**config.mk**
```make
export PLATFORM = sky130hd
export DESIGN_NAME = i2c_status_slave
export DESIGN_NICKNAME = d
export VERILOG_FILES = /design/src/rtl/i2cs_pkg.sv /design/src/rtl/i2cs_bus_mon.sv /design/src/rtl/i2cs_fsm.sv /design/src/rtl/i2cs_regs.sv /design/src/rtl/i2c_status_slave.sv
export SDC_FILE = /design/constraint.sdc
export NUM_CORES = 1
export LEC_CHECK = 0
export CORE_MARGIN = 2
export CORE_UTILIZATION = 40
export CTS_CLUSTER_DIAMETER = 30
export DETAILED_ROUTE_END_ITERATION = 12
export PLACE_DENSITY = 0.62
export RECOVER_POWER = 100
export SLEW_MARGIN = 5
export SYNTH_ARGS = -nofsm -noshare
export SYNTH_HDL_FRONTEND = slang
export SYNTH_SLANG_ARGS = --single-unit
export TNS_END_PERCENT = 100
```
**constraint.sdc**
```tcl
create_clock -name clk -period 2 [get_ports clk]
set_input_delay 0.4 -clock clk [delete_from_list [all_inputs] [get_ports clk]]
set_output_delay 0.4 -clock clk [all_outputs]
set_load 0.05 [all_outputs]
```
**src/rtl/i2cs_pkg.sv**
```systemverilog
// Package: shared constants and state type for the I2C status-code slave.
// Assumes 8-bit bytes and a fixed 2-bit register select.
package i2cs_pkg;
    localparam int BYTE_W = 8;
    localparam int SEL_W  = 2;
    localparam int CNT_W  = $clog2(BYTE_W + 1);

    // register select values
    localparam logic [SEL_W-1:0] SEL_OWN  = 2'd0;
    localparam logic [SEL_W-1:0] SEL_CTRL = 2'd1;
    localparam logic [SEL_W-1:0] SEL_TX   = 2'd2;

    // control register bit positions
    localparam int CTRL_EN = 0;
    localparam int CTRL_AA = 1;
    localparam int CTRL_SI = 2;

    // status codes
    localparam logic [7:0] ST_OWN_W     = 8'h60;
    localparam logic [7:0] ST_OWN_W_AL  = 8'h68;
    localparam logic [7:0] ST_GC        = 8'h70;
    localparam logic [7:0] ST_GC_AL     = 8'h78;
    localparam logic [7:0] ST_OWN_D_ACK = 8'h80;
    localparam logic [7:0] ST_OWN_D_NAK = 8'h88;
    localparam logic [7:0] ST_GC_D_ACK  = 8'h90;
    localparam logic [7:0] ST_GC_D_NAK  = 8'h98;
    localparam logic [7:0] ST_STOP      = 8'hA0;
    localparam logic [7:0] ST_OWN_R     = 8'hA8;
    localparam logic [7:0] ST_TX_ACK    = 8'hB8;
    localparam logic [7:0] ST_TX_NAK    = 8'hC0;
    localparam logic [7:0] ST_NONE      = 8'hF8;

    typedef enum logic [2:0] {
        S_IDLE, S_ADDR, S_AACK, S_RX, S_RACK, S_TXW, S_TX, S_TACK
    } slv_state_e;
endpackage

```
**src/rtl/i2cs_bus_mon.sv**
```systemverilog
// Bus monitor: brings SCL and SDA into the clock domain through a
// SYNC_STAGES-deep chain and derives SCL edges plus START/STOP pulses.
// Assumes SYNC_STAGES >= 2 and that the bus idles high.
module i2cs_bus_mon #(
    parameter int SYNC_STAGES = 2
) (
    input  logic clk,
    input  logic rst_n,
    input  logic scl_i,
    input  logic sda_i,
    output logic scl_rise_o,
    output logic scl_fall_o,
    output logic start_o,
    output logic stop_o,
    output logic sda_s_o
);
    logic [SYNC_STAGES-1:0][1:0] stg_q;
    logic scl_d_q, sda_d_q, scl_s, sda_s;

    // shift {scl, sda} through the synchroniser chain
    always_ff @(posedge clk) begin
        if (!rst_n) begin
            stg_q <= '1;
        end else begin
            stg_q[0] <= {scl_i, sda_i};
            for (int k = 1; k < SYNC_STAGES; k++) stg_q[k] <= stg_q[k-1];
        end
    end

    assign scl_s = stg_q[SYNC_STAGES-1][1];
    assign sda_s = stg_q[SYNC_STAGES-1][0];

    // keep the previous synchronised level for edge detection
    always_ff @(posedge clk) begin
        if (!rst_n) begin
            scl_d_q <= 1'b1;
            sda_d_q <= 1'b1;
        end else begin
            scl_d_q <= scl_s;
            sda_d_q <= sda_s;
        end
    end

    assign scl_rise_o = scl_s & ~scl_d_q;
    assign scl_fall_o = ~scl_s & scl_d_q;
    assign start_o    = scl_s & scl_d_q & sda_d_q & ~sda_s;
    assign stop_o     = scl_s & scl_d_q & ~sda_d_q & sda_s;
    assign sda_s_o    = sda_s;
endmodule

```
**src/rtl/i2cs_fsm.sv**
```systemverilog
// Protocol sequencer: follows address and data phases on synchronised
// bus events, drives ACK and transmit bits on SDA, and issues one-cycle
// event pulses carrying a status code and a stretch request.
// Assumes SDA is only changed while SCL is low.
module i2cs_fsm
    import i2cs_pkg::*;
(
    input  logic              clk,
    input  logic              rst_n,
    input  logic              en_i,
    input  logic              aa_i,
    input  logic [BYTE_W-1:0] own_i,
    input  logic [BYTE_W-1:0] tx_i,
    input  logic              si_i,
    input  logic              lost_i,
    input  logic              scl_rise_i,
    input  logic              scl_fall_i,
    input  logic              start_i,
    input  logic              stop_i,
    input  logic              sda_i,
    output logic              sda_low_o,
    output logic [BYTE_W-1:0] rx_byte_o,
    output logic              ev_valid_o,
    output logic [7:0]        ev_code_o,
    output logic              ev_hold_o
);
    slv_state_e        state_q;
    logic [CNT_W-1:0]  cnt_q;
    logic [BYTE_W-1:0] sh_q;
    logic              rw_q, gc_q, ack_q;
    logic              own_hit, gc_hit, byte_done;

    // address comparison against the shifted-in byte
    always_comb begin
        own_hit   = aa_i && (sh_q[BYTE_W-1:1] == own_i[BYTE_W-1:1]);
        gc_hit    = aa_i && own_i[0] && (sh_q == '0);
        byte_done = (cnt_q == CNT_W'(BYTE_W));
    end

    // bus protocol state machine
    always_ff @(posedge clk) begin
        if (!rst_n) begin
            state_q    <= S_IDLE;
            cnt_q      <= '0;
            sh_q       <= '0;
            rw_q       <= 1'b0;
            gc_q       <= 1'b0;
            ack_q      <= 1'b0;
            sda_low_o  <= 1'b0;
            rx_byte_o  <= '0;
            ev_valid_o <= 1'b0;
            ev_code_o  <= ST_NONE;
            ev_hold_o  <= 1'b0;
        end else begin
            ev_valid_o <= 1'b0;
            if (!en_i) begin
                state_q   <= S_IDLE;
                sda_low_o <= 1'b0;
            end else if (start_i || stop_i) begin
                if (state_q == S_RX) begin
                    ev_valid_o <= 1'b1;
                    ev_code_o  <= ST_STOP;
                    ev_hold_o  <= 1'b0;
                end
                state_q   <= start_i ? S_ADDR : S_IDLE;
                cnt_q     <= '0;
                sda_low_o <= 1'b0;
            end else begin
                unique case (state_q)
                    S_ADDR: begin
                        if (scl_rise_i) begin
                            sh_q  <= {sh_q[BYTE_W-2:0], sda_i};
                            cnt_q <= cnt_q + 1'b1;
                        end else if (scl_fall_i && byte_done) begin
                            if (own_hit || gc_hit) begin
                                sda_low_o <= 1'b1;
                                gc_q      <= !own_hit;
                                rw_q      <= sh_q[0];
                                state_q   <= S_AACK;
                            end else begin
                                state_q <= S_IDLE;
                            end
                        end
                    end
                    S_AACK: begin
                        if (scl_fall_i) begin
                            sda_low_o  <= 1'b0;
                            ev_valid_o <= 1'b1;
                            ev_hold_o  <= 1'b1;
                            cnt_q      <= '0;
                            if (rw_q) begin
                                ev_code_o <= ST_OWN_R;
                                state_q   <= S_TXW;
                            end else begin
                                ev_code_o <= gc_q ? (lost_i ? ST_GC_AL : ST_GC)
                                                  : (lost_i ? ST_OWN_W_AL : ST_OWN_W);
                                state_q   <= S_RX;
                            end
                        end
                    end
                    S_RX: begin
                        if (scl_rise_i) begin
                            sh_q  <= {sh_q[BYTE_W-2:0], sda_i};
                            cnt_q <= cnt_q + 1'b1;
                        end else if (scl_fall_i && byte_done) begin
                            ack_q     <= aa_i;
                            sda_low_o <= aa_i;
                            state_q   <= S_RACK;
                        end
                    end
                    S_RACK: begin
                        if (scl_fall_i) begin
                            sda_low_o  <= 1'b0;
                            rx_byte_o  <= sh_q;
                            ev_valid_o <= 1'b1;
                            ev_hold_o  <= 1'b1;
                            ev_code_o  <= gc_q ? (ack_q ? ST_GC_D_ACK : ST_GC_D_NAK)
                                               : (ack_q ? ST_OWN_D_ACK : ST_OWN_D_NAK);
                            cnt_q      <= '0;
                            state_q    <= ack_q ? S_RX : S_IDLE;
                        end
                    end
                    S_TXW: begin
                        sda_low_o <= ~tx_i[BYTE_W-1];
                        if (!si_i && !ev_valid_o) begin
                            sh_q    <= tx_i;
                            cnt_q   <= '0;
                            state_q <= S_TX;
                        end
                    end
                    S_TX: begin
                        sda_low_o <= ~sh_q[BYTE_W-1];
                        if (scl_rise_i) begin
                            cnt_q <= cnt_q + 1'b1;
                        end else if (scl_fall_i) begin
                            if (byte_done) begin
                                sda_low_o <= 1'b0;
                                state_q   <= S_TACK;
                            end else begin
                                sh_q <= {sh_q[BYTE_W-2:0], 1'b0};
                            end
                        end
                    end
                    S_TACK: begin
                        if (scl_rise_i) begin
                            ack_q <= !sda_i;
                        end else if (scl_fall_i) begin
                            ev_valid_o <= 1'b1;
                            ev_hold_o  <= 1'b1;
                            ev_code_o  <= ack_q ? ST_TX_ACK : ST_TX_NAK;
                            state_q    <= ack_q ? S_TXW : S_IDLE;
                        end
                    end
                    default: ;
                endcase
            end
        end
    end
endmodule

```
**src/rtl/i2cs_regs.sv**
```systemverilog
// Register and flag block: holds own address, control bits and transmit
// byte; keeps the interrupt flag, status code and stretch request.
// Assumes event pulses win over a same-cycle software flag clear.
module i2cs_regs
    import i2cs_pkg::*;
(
    input  logic              clk,
    input  logic              rst_n,
    input  logic              reg_we,
    input  logic [SEL_W-1:0]  reg_sel,
    input  logic [BYTE_W-1:0] reg_wdata,
    input  logic              ev_valid_i,
    input  logic [7:0]        ev_code_i,
    input  logic              ev_hold_i,
    output logic [BYTE_W-1:0] own_o,
    output logic [BYTE_W-1:0] tx_o,
    output logic              en_o,
    output logic              aa_o,
    output logic              si_o,
    output logic [7:0]        status_o,
    output logic              scl_hold_o
);
    logic clr_w, hold_q;

    assign clr_w = reg_we && (reg_sel == SEL_CTRL) && !reg_wdata[CTRL_SI];

    // software-written configuration registers
    always_ff @(posedge clk) begin
        if (!rst_n) begin
            own_o <= '0;
            tx_o  <= '0;
            en_o  <= 1'b0;
            aa_o  <= 1'b0;
        end else if (reg_we) begin
            unique case (reg_sel)
                SEL_OWN:  own_o <= reg_wdata;
                SEL_TX:   tx_o  <= reg_wdata;
                SEL_CTRL: begin
                    en_o <= reg_wdata[CTRL_EN];
                    aa_o <= reg_wdata[CTRL_AA];
                end
                default: ;
            endcase
        end
    end

    // interrupt flag, status code and stretch request
    always_ff @(posedge clk) begin
        if (!rst_n) begin
            si_o     <= 1'b0;
            status_o <= ST_NONE;
            hold_q   <= 1'b0;
        end else if (ev_valid_i) begin
            si_o     <= 1'b1;
            status_o <= ev_code_i;
            hold_q   <= ev_hold_i;
        end else if (clr_w) begin
            si_o     <= 1'b0;
            status_o <= ST_NONE;
            hold_q   <= 1'b0;
        end
    end

    assign scl_hold_o = si_o & hold_q;
endmodule

```
**src/rtl/i2c_status_slave.sv**
```systemverilog
// Top: I2C slave controller reporting each bus event as a status code
// with a software-cleared flag; stretches SCL while the flag is pending.
// Assumes open-drain pads outside (1 on a pull output drives the line low).
module i2c_status_slave
    import i2cs_pkg::*;
#(
    parameter int SYNC_STAGES = 2
) (
    input  logic       clk,
    input  logic       rst_n,
    input  logic       reg_we,
    input  logic [1:0] reg_sel,
    input  logic [7:0] reg_wdata,
    input  logic       lost_arb_i,
    input  logic       scl_i,
    input  logic       sda_i,
    output logic       scl_pull_o,
    output logic       sda_pull_o,
    output logic [7:0] status_o,
    output logic       irq_o,
    output logic [7:0] rx_data_o
);
    logic scl_rise, scl_fall, start_p, stop_p, sda_s;
    logic en, aa, si, ev_valid, ev_hold;
    logic [BYTE_W-1:0] own, tx;
    logic [7:0] ev_code;

    i2cs_bus_mon #(.SYNC_STAGES(SYNC_STAGES)) mon_i (
        .clk(clk), .rst_n(rst_n), .scl_i(scl_i), .sda_i(sda_i),
        .scl_rise_o(scl_rise), .scl_fall_o(scl_fall),
        .start_o(start_p), .stop_o(stop_p), .sda_s_o(sda_s)
    );

    i2cs_fsm fsm_i (
        .clk(clk), .rst_n(rst_n), .en_i(en), .aa_i(aa), .own_i(own),
        .tx_i(tx), .si_i(si), .lost_i(lost_arb_i),
        .scl_rise_i(scl_rise), .scl_fall_i(scl_fall),
        .start_i(start_p), .stop_i(stop_p), .sda_i(sda_s),
        .sda_low_o(sda_pull_o), .rx_byte_o(rx_data_o),
        .ev_valid_o(ev_valid), .ev_code_o(ev_code), .ev_hold_o(ev_hold)
    );

    i2cs_regs regs_i (
        .clk(clk), .rst_n(rst_n), .reg_we(reg_we), .reg_sel(reg_sel),
        .reg_wdata(reg_wdata), .ev_valid_i(ev_valid), .ev_code_i(ev_code),
        .ev_hold_i(ev_hold), .own_o(own), .tx_o(tx), .en_o(en), .aa_o(aa),
        .si_o(si), .status_o(status_o), .scl_hold_o(scl_pull_o)
    );

    assign irq_o = si;
endmodule

```
==> results.yml <==
run_status:
  status: "complete, no violations"
cells_and_area:
  final-seq-area_sq_mm: 0.001303
  final_layout_size_suffix_gt1_frac: 0.1679
  n_antenna_cell: 0
  final_area_sq_mm: 0.004096
  multiInputGateArea_sq_mm: 0.001847
  nets: 431
  fill_cells: 782
  syn2layout_area_growth_pct: 22.35
timing:
  rsz0062_at_grt: "false"
  worstMarginPinSlew_ps: 650.5
  tns_ps: 0
  min_period_ps: 1937
  period_share: 0.9687
  finalMaxSlewViolations: 0
  hold_viol: 0
  fin_worst_skew_ps: 7.978
  slew-limit-headroom: 0.5663
  setup_slack_ps: 62.62
  setup_viol: 0
  fmax_ghz: 0.5162
critical_path:
  critPathBufInv: 1
  cpPeakStageDelay_ps: 870
  slowest_stage: "dlygate4sd3_1"
  crit_required_ps: 1600
  crit_type: "reg2out"
  critPathCaptureType: "primary output"
  start_kind: "flop"
  critPathTopFamily: "buffers and inverters"
  crit_fanout: 2
  crit_chain: "dlygate4sd3_1"
  worstPathArrival_ps: 1540
  r2r_cells: 6
  timing.critical_path.depth: 1
worst_hold_path:
  hold_depth: 1
  min_path_type: "reg2reg"
route:
  drt_iter0_drc: 136
  wl_per_cell_um: 15.97
  ant_nets: 0
  wl_um: 8336
  drc: 0
  vias: 2727
  viasPerCell: 5.224
  dr.pass1.iters: 4
place:
  dpl.hpwl_um: 6046
  placed_area_sq_mm: 0.003913
  io_buffers: 31
  gp_congestion: 0.8646
  post-place-ws_ps: 75.93
clock_network:
  path_clk_slew_ps: 70
  worstSkewPairLatency_ps: 350
  htreeDepth: 3
  tritoncts: "yes"
  cts.sinks: 65
  cts_buffers: 9
  clockBufferDepth: 2
  cts_root_buffer: "clkbuf_8"
power:
  p_total_mw: 2.745
  pwr-share-comb: 0.065
  clockPowerShare: 0.452
  leakage_nw: 1.562
  netSwitchingFraction: 0.2380
  vdd_drop_max_mv: 0.3525
  powerDensity_mw_per_mm2: 670.1
  seq_power_share: 0.483
  p_switching_uw: 653.2
  intPower_mw: 2.092
floorplan:
  fp.dieW_um: 95.49
  core_sq_mm: 0.008175
  die_area_sq_mm: 0.009118
  start_util: 0.4096
  num_io_pins: 35
  die_y_um: 95.49
  core.rowCount: 33
run:
  cap_violations: 0
yosys:
  ys_seq_elements: 65
  synth.top_cell.area_share: 0.3886
  synth_top_area_cell: "dfxtp_1"
  synthDistinctLibCells: 77
  yosysSeqAreaShare: 0.3886
  avgSynthCellArea_sq_um: 9.224
  synth_edf_count: 0
  async_flop_share: 0
  syn_area_sq_mm: 0.003348
  synth_ff_type: "dfxtp_1"
  postSynthCellCount: 363
  ys_warn_count: 0
  synthTopCellsByArea: "dfxtp_1, mux2i_1, nor2_1, nand2_1, nand2b_1"
global_route:
  grt_pass1_vias: 2631
  grt_use_total: 0.1968
  grt_pass1_wl_um: 13570
  grt_max_degree: 43
  antenna_found_initial: 0
  overflow: 0
==> layer usage <==
metal | GRT usage | up-vias | routed length, um
li1 | - | 1405 | -
met1 | 0.2526 | 1267 | 3989
met2 | 0.3257 | 46 | 3935
met3 | 0.03636 | 9 | 299
met4 | 0.07976 | 0 | 112
met5 | 0 | - | 0
==> final timing paths <==
kind / start / end / slack [ps]
worst min-delay path: mon_i.stg_q[1] / mon_i.scl_s / 410
worst min register to register: mon_i.stg_q[1] / mon_i.scl_s / 410
worst max register to register: fsm_i.state_q[2] / fsm_i.cnt_q[1] / 100
worst max-delay path: fsm_i.rx_byte_o[5] / rx_data_o[5] / 60
==> power by group through the flow <==
stage,Clock (mW),Combinational [mW],Sequential (mW)
after floorplan,0,0.114,1.35
after detailed placement,0,0.181,1.36
after global routing,1.32,0.193,1.33
after global placement,0,0.180,1.36
final,1.24,0.178,1.32
after CTS,1.27,0.182,1.33
==> per-stage QoR <==
stage,cells,hold slack [ps],utilization
finish,522,408.7,0.5011
global route,522,423.5,0.5011
CTS,522,410.7,0.5051
detailed placement,507,392.1,0.4786
global placement,507,391.7,0.4786
floorplan,365,386.3,-
==> flip-flops by register name, summed over array words and instances, names as in the netlist, 2 cells and up <==
signal,flops
fsm_i.state_q,3
fsm_i.ev_code_o,5
fsm_i.sh_q,8
regs_i.status_o,5
regs_i.tx_o,8
fsm_i.rx_byte_o,8
mon_i.stg_q,2
fsm_i.cnt_q,4
regs_i.own_o,8
==> synth_stat cells (3+ instances only) <==
library cell	instances
dfxtp_1	65
a31oi_1	4
nor2_1	52
nand3_1	6
nand2b_1	11
buf_6	5
nor3b_1	4
mux2i_1	36
a21oi_1	7
o21ai_0	10
buf_4	4
and2_1	3
xnor2_1	3
nand3b_1	5
xor2_1	5
o22ai_1	8
nor4_1	4
nand2_1	23
a211oi_1	9
a21o_1	3
inv_1	7
and2b_2	3
clkbuf_1	8
buf_2	4
nor3_1	6
==> cells by family (layout without fill, tap and decap cells) <==
group,count (synthesis),count (layout),share of synthesized area
and+or+nand+nor,140,140,0.2261
other,1,3,0.001120
DFF,65,65,0.3886
buffers and inverters,32,84,0.05904
xor gates and xnor gates,9,9,0.02579
adders and majority gates,2,2,0.007473
muxes,36,36,0.1076
AOI/OAI and AO/OA,78,78,0.1842
==> repair_timing <==
action | in CTS | in global routing
gates resized for setup | 0 | 1
setup buffers | 0 | 0
setup endpoints to repair | 0 | 12
hold buffers | 0 | 0
==> layout by cell type (no fill, tap or decap), types with 3 or more instances in the layout <==
| cell type | Yosys | final |
|---|---|---|
| a21o_1 | 3 | 3 |
| buf_12 | 0 | 5 |
| mux2i_1 | 36 | 36 |
| a31oi_1 | 4 | 4 |
| nor3b_1 | 4 | 4 |
| and2_1 | 3 | 3 |
| o21ai_0 | 10 | 11 |
| nand3_1 | 6 | 6 |
| o22ai_1 | 8 | 8 |
| and2b_2 | 3 | 3 |
| dfxtp_1 | 65 | 64 |
| nor3_1 | 6 | 6 |
| dlygate4sd3_1 | 0 | 3 |
| a211oi_1 | 9 | 9 |
| clkbuf_8 | 2 | 9 |
| nor2_1 | 52 | 52 |
| conb_1 | 1 | 3 |
| nor4_1 | 4 | 5 |
| a21oi_1 | 7 | 7 |
| clkbuf_1 | 8 | 5 |
| nand2b_1 | 11 | 11 |
| inv_1 | 7 | 7 |
| buf_4 | 4 | 18 |
| xor2_1 | 5 | 5 |
| xnor2_1 | 3 | 3 |
| nand3b_1 | 5 | 5 |
| clkdlybuf4s50_1 | 0 | 26 |
| nand2_1 | 23 | 23 |
==> layout make-up <==
type                    instances  share of cell area
repair buffers                 61              0.1390
multi-input cells             268              0.4508
clock buffers                   9             0.03024
well taps                     105             0.03207
flip-flops and latches         65              0.3180
clock inverters                 6             0.02260
inverters                       8            0.007330
(Power assumes the default switching activity.)
